`config.mk`:
```
export PLATFORM = sky130hd
export DESIGN_NAME = ilx_unit
export DESIGN_NICKNAME = d
export VERILOG_FILES = /design/src/rtl/ilx_pkg.sv /design/src/rtl/ilx_decode.sv /design/src/rtl/ilx_lane_xor.sv /design/src/rtl/ilx_unit.sv
export SDC_FILE = /design/constraint.sdc
export NUM_CORES = 2
export LEC_CHECK = 0
export BUFFER_PORTS_ARGS = -buffer_cell sky130_fd_sc_hd__buf_2
export CAP_MARGIN = 30
export CORE_AREA = 8 8 411 413
export CTS_BUF_LIST = sky130_fd_sc_hd__clkbuf_8
export DETAILED_ROUTE_END_ITERATION = 7
export DIE_AREA = 0 0 419 421
export PLACE_DENSITY = 0.43
export SLEW_MARGIN = 25
export SYNTH_ARGS = -nofsm -noshare
export SYNTH_HDL_FRONTEND = slang
export SYNTH_SLANG_ARGS = --single-unit
```
`constraint.sdc`:
```
create_clock -name clk -period 2 [get_ports clk]
set_input_delay 0.3 -clock clk [delete_from_list [all_inputs] [get_ports clk]]
set_output_delay 0.3 -clock clk [all_outputs]
set_load 0.02 [all_outputs]
```
`src/rtl/ilx_pkg.sv`:
```
package ilx_pkg;
    typedef enum logic [1:0] {
        SZ_8  = 2'b00,
        SZ_16 = 2'b01,
        SZ_32 = 2'b10,
        SZ_64 = 2'b11
    } elem_sz_e;

    typedef enum logic {
        MODE_BT = 1'b0,
        MODE_TB = 1'b1
    } pair_mode_e;

    localparam logic [7:0] OPC_HIGH = 8'b0100_0101;
    localparam logic [4:0] OPC_MID  = 5'b10010;
endpackage

```
`src/rtl/ilx_decode.sv`:
```
module ilx_decode
    import ilx_pkg::*;
(
    input  logic [31:0] instr_i,
    output logic        hit_o,
    output elem_sz_e    size_o,
    output pair_mode_e  mode_o,
    output logic [4:0]  rd_o,
    output logic [4:0]  rn_o,
    output logic [4:0]  rm_o
);
    always_comb begin
        hit_o  = (instr_i[31:24] == OPC_HIGH) && !instr_i[21]
                 && (instr_i[15:11] == OPC_MID);
        size_o = elem_sz_e'(instr_i[23:22]);
        mode_o = pair_mode_e'(instr_i[10]);
        rm_o   = instr_i[20:16];
        rn_o   = instr_i[9:5];
        rd_o   = instr_i[4:0];
    end
endmodule

```
`src/rtl/ilx_lane_xor.sv`:
```
module ilx_lane_xor #(
    parameter int VEC_W  = 256,
    parameter int ELEM_W = 8
) (
    input  logic [VEC_W-1:0] a_i,
    input  logic [VEC_W-1:0] b_i,
    input  logic [VEC_W-1:0] d_i,
    input  logic             mode_i,
    output logic [VEC_W-1:0] r_o
);
    localparam int PAIR_W  = 2 * ELEM_W;
    localparam int N_PAIRS = VEC_W / PAIR_W;

    for (genvar p = 0; p < N_PAIRS; p++) begin : g_pair
        localparam int EV = p * PAIR_W;
        localparam int OD = p * PAIR_W + ELEM_W;
        always_comb begin
            if (mode_i) begin
                r_o[EV +: ELEM_W] = d_i[EV +: ELEM_W];
                r_o[OD +: ELEM_W] = a_i[OD +: ELEM_W] ^ b_i[EV +: ELEM_W];
            end else begin
                r_o[EV +: ELEM_W] = a_i[EV +: ELEM_W] ^ b_i[OD +: ELEM_W];
                r_o[OD +: ELEM_W] = d_i[OD +: ELEM_W];
            end
        end
    end
endmodule

```
`src/rtl/ilx_unit.sv`:
```
module ilx_unit
    import ilx_pkg::*;
#(
    parameter int VEC_W = 256
) (
    input  logic             clk,
    input  logic             rst,
    input  logic             valid_i,
    input  logic [31:0]      instr_i,
    input  logic [VEC_W-1:0] src_a_i,
    input  logic [VEC_W-1:0] src_b_i,
    input  logic [VEC_W-1:0] dst_i,
    output logic             hit_o,
    output logic [4:0]       rd_o,
    output logic [4:0]       rn_o,
    output logic [4:0]       rm_o,
    output logic [VEC_W-1:0] res_o,
    output logic             res_valid_o
);
    localparam int N_SIZES = 4;

    if (VEC_W % 128 != 0) begin : g_bad_width
        $error("VEC_W must be a multiple of 128");
    end

    elem_sz_e   size;
    pair_mode_e mode;
    logic [VEC_W-1:0] per_size [N_SIZES];
    logic [VEC_W-1:0] res_d;
    logic             accept;

    ilx_decode u_dec (
        .instr_i (instr_i),
        .hit_o   (hit_o),
        .size_o  (size),
        .mode_o  (mode),
        .rd_o    (rd_o),
        .rn_o    (rn_o),
        .rm_o    (rm_o)
    );

    for (genvar s = 0; s < N_SIZES; s++) begin : g_size
        ilx_lane_xor #(.VEC_W(VEC_W), .ELEM_W(8 << s)) u_lane (
            .a_i    (src_a_i),
            .b_i    (src_b_i),
            .d_i    (dst_i),
            .mode_i (mode == MODE_TB),
            .r_o    (per_size[s])
        );
    end

    always_comb begin
        unique case (size)
            SZ_8:    res_d = per_size[0];
            SZ_16:   res_d = per_size[1];
            SZ_32:   res_d = per_size[2];
            default: res_d = per_size[3];
        endcase
        accept = valid_i && hit_o;
    end

    always_ff @(posedge clk) begin
        if (rst) begin
            res_valid_o <= 1'b0;
            res_o       <= '0;
        end else begin
            res_valid_o <= accept;
            if (accept) res_o <= res_d;
        end
    end


    accept_to_valid_chk: assert property (@(posedge clk) disable iff (rst)
        (valid_i && hit_o) |=> res_valid_o);


    miss_no_valid_chk: assert property (@(posedge clk) disable iff (rst)
        !hit_o |=> !res_valid_o);


    hold_result_chk: assert property (@(posedge clk) disable iff (rst)
        !(valid_i && hit_o) |=> $stable(res_o));


    valid_needs_strobe_chk: assert property (@(posedge clk) disable iff (rst)
        res_valid_o |-> $past(valid_i));
endmodule

```
==> results.json <==
{
  "status": "completed",
  "synthesis.area_sq_mm": 0.0284,
  "endpoint_kind": "flop",
  "yosysTopAreaCell": "dfxtp_1",
  "hp-class": "in -> reg",
  "grt_max_degree": 89,
  "min_from": "src_a_i[27]",
  "cap_violations": 0,
  "crit_chain": "dlygate4sd3_1, buf_2, nor3b_4, and4_4, buf_8, buf_16, o21a_1, a21oi_1, dlygate4sd3_1",
  "final_cell_mix": "buf_2 (1,041), dlygate4sd3_1 (417), xnor2_1 (382)",
  "tightest_slew_ps": 821,
  "final_common_cell": "buf_2",
  "die_w_um": 419,
  "dp_slack_ps": -559,
  "grt_pass1_vias": 37000,
  "syn-instance-count": 3634,
  "dieHeight_um": 421,
  "start_util_pct": 17.5,
  "fillers": 17800,
  "synth_enable_flop_cells": 0,
  "post-route-cell-area_sq_mm": 0.0442,
  "reg2reg_to": "res_o[97]$_SDFFE_PP0P_",
  "worst_setup_path_start_kind": "input pin",
  "avgRoutedWirePerCell_um": 33.3,
  "holdWs_ps": 75.9,
  "multi_input_area_sq_mm": 0.0210,
  "fmax_mhz": 502,
  "grt_pass1_wl_um": 327000,
  "antenna_found_initial": 140,
  "yosysSeqAreaShare_pct": 18.1,
  "clk_latency_ps": 780,
  "reg2regPathDepth": 3,
  "place_area_sq_mm": 0.0382,
  "port_buffers": 1045,
  "synth-warning-count": 0,
  "syn_nets": 4437,
  "first_iter_violations": 4344,
  "drc": 0,
  "maxSlewViolCount": 0,
  "syn_area_per_cell_sq_um": 7.81,
  "p_leak_nw": 18.1,
  "htree_levels": 3,
  "crit_arrival_ps": 2660,
  "crit_path_frequent_cell": "dlygate4sd3_1",
  "rsz0062_at_grt": "true",
  "gp_congestion": 0.957,
  "synth_cell_type_count": 73,
  "async_flop_share_pct": 0,
  "crit_family": "buffers and inverters",
  "finalWorstSetupSlack_ps": 9.91,
  "syn2layout_area_growth_pct": 55.6,
  "max_slew_margin_pct": 43.7,
  "r2r_slack_ps": 580,
  "synthFlopType": "dfxtp_1",
  "ir_worst_vdd_uv": 416,
  "grt-ovfl-total": 0,
  "routed_wl_um": 248000,
  "fin_skew_ps": 0,
  "drive_above_1_share_pct": 29.8,
  "path_class": "in -> reg",
  "vias": 38800,
  "regArea_sq_mm": 0.00515,
  "setup_viol": 0,
  "first_pass_iters": 8,
  "cpPeakStageDelay_ps": 570,
  "synthDominantCellAreaShare_pct": 18.1,
  "cts_num_sinks": 257,
  "power_density_mw_per_mm2": 461,
  "path_buf_inv": 5,
  "clk_pin_slew_ps": 60,
  "track_usage_pct": 26.2,
  "final.min_clock_period_ps": 1990,
  "io_pins": 1076,
  "route.antenna.remaining_nets": 0,
  "clockBufferDepth": 3,
  "cts_root_buf": "clkbuf_8",
  "path_max_fanout": 23,
  "ys_ff_latch": 257,
  "r2r_start": "res_o[97]$_SDFFE_PP0P_",
  "numCtsBuffers": 68,
  "hold_depth": 4,
  "worstPathRequired_ps": 2670,
  "min_to": "res_o[27]$_SDFFE_PP0P_",
  "cts_tree": "yes",
  "finalHoldViolations": 0,
  "core_area_sq_mm": 0.162,
  "dpl.hpwl_um": 200000,
  "vias_per_cell": 5.22,
  "die-area_sq_mm": 0.176,
  "synthTopCellsByArea": "dfxtp_1 (18%), xnor2_1 (12%), mux2i_1 (8.8%), xor2_1 (5.6%), nand2_1 (3.5%)",
  "cpMaxStageDelayCell": "dlygate4sd3_1",
  "row_count": 148,
  "post-route-period-util_pct": 99.5,
  "layout.nets": 5920
}
cell type report:
class | instances | area share [%]
tap | 2175 | 6.16
clock buffer | 76 | 2.37
clock inverter | 32 | 0.430
antenna | 95 | 0.538
sequential | 257 | 11.6
multi-input combinational | 2877 | 47.5
timing repair buffer | 1810 | 30.5
inverter | 103 | 0.903
per-stage QoR:
stage	power (mW)	cells	setup TNS, ps	util, %
floorplan	8.71	3634	0	-
CTS	20.4	7315	0	27.0
finish	20.4	7425	0	27.3
global placement	12.3	6786	-3030	23.6
global route	21.1	7387	-72.8	27.2
detailed placement	12.4	6786	-3670	23.6
cells in the mapped netlist, drive strengths merged (16+ instances only):
cell / count
a2111oi: 22
a211oi: 63
a21oi: 149
a221oi: 81
a22o: 23
a22oi: 44
a2bb2oi: 27
a311o: 44
a311oi: 24
a31oi: 107
a32o: 21
buf: 219
clkbuf: 178
dfxtp: 257
inv: 102
mux2: 17
mux2i: 250
mux4: 16
nand2: 263
nand2b: 93
nand3: 35
nand3b: 46
nor2: 127
nor2b: 46
nor3b: 22
o2111ai: 64
o211ai: 90
o21a: 33
o21ai: 192
o221ai: 18
o22a: 23
o22ai: 157
o311ai: 24
o31ai: 17
o32ai: 31
or2: 18
or3: 47
xnor2: 383
xor2: 180
state kept, by name, indices dropped and copies added, names as in the netlist:
register,count
res_valid_o,1
res_o,256
power breakdown:
group          total [mW]  leakage (nW)  internal (mW)  switching (mW)
logic                8.10          15.3           3.52            4.59
clock network        7.13         0.714           3.58            3.56
registers            5.12          2.07           5.12        0.000161
total                20.4          18.1           12.2            8.15
worst min-delay path, stage by stage:
cell,delay (ps)
buf_2,130
xnor2_1,120
a221oi_1,70
a21oi_1,130
worst max path at each step:
stage / startpoint / endpoint / slack [ps] / cells after the start
final: valid_i / res_o[97]$_SDFFE_PP0P_ / 10 / 9
after global routing: valid_i / res_o[153]$_SDFFE_PP0P_ / -60 / 9
after CTS: valid_i / res_o[97]$_SDFFE_PP0P_ / 10 / 9
after global placement: instr_i[23] / res_o[199]$_SDFFE_PP0P_ / -490 / 8
after floorplan: instr_i[22] / res_o[22]$_SDFFE_PP0P_ / 220 / 7
after detailed placement: instr_i[23] / res_o[199]$_SDFFE_PP0P_ / -560 / 8
cell families after synthesis:
logic type,count (synthesis),synth area share [%]
AO/OA/AOI/OAI,1295,32.3
XOR/XNOR,563,17.4
buffers and inverters,500,8.24
flip-flops,257,18.1
multiplexers,283,10.8
AND/OR/NAND/NOR,736,13.2
timing repair:
item,4_1_cts,5_1_grt
gates resized for setup,1,14
setup buffers,0,12
hold endpoints to repair,228,0
cloned,0,5
endpoints found under the setup margin,1,24
hold buffers,421,0
pin swaps,0,2
layer usage:
metal  track usage, %  vias up  part of all wire (%)
li1                 -    16700                     -
met1             33.6    19300                    42
met4             12.8       42                   5.2
met5                0        -                  0.11
met3             6.82      503                   8.9
met2             40.6     2244                    44
(Power assumes the default switching activity.)
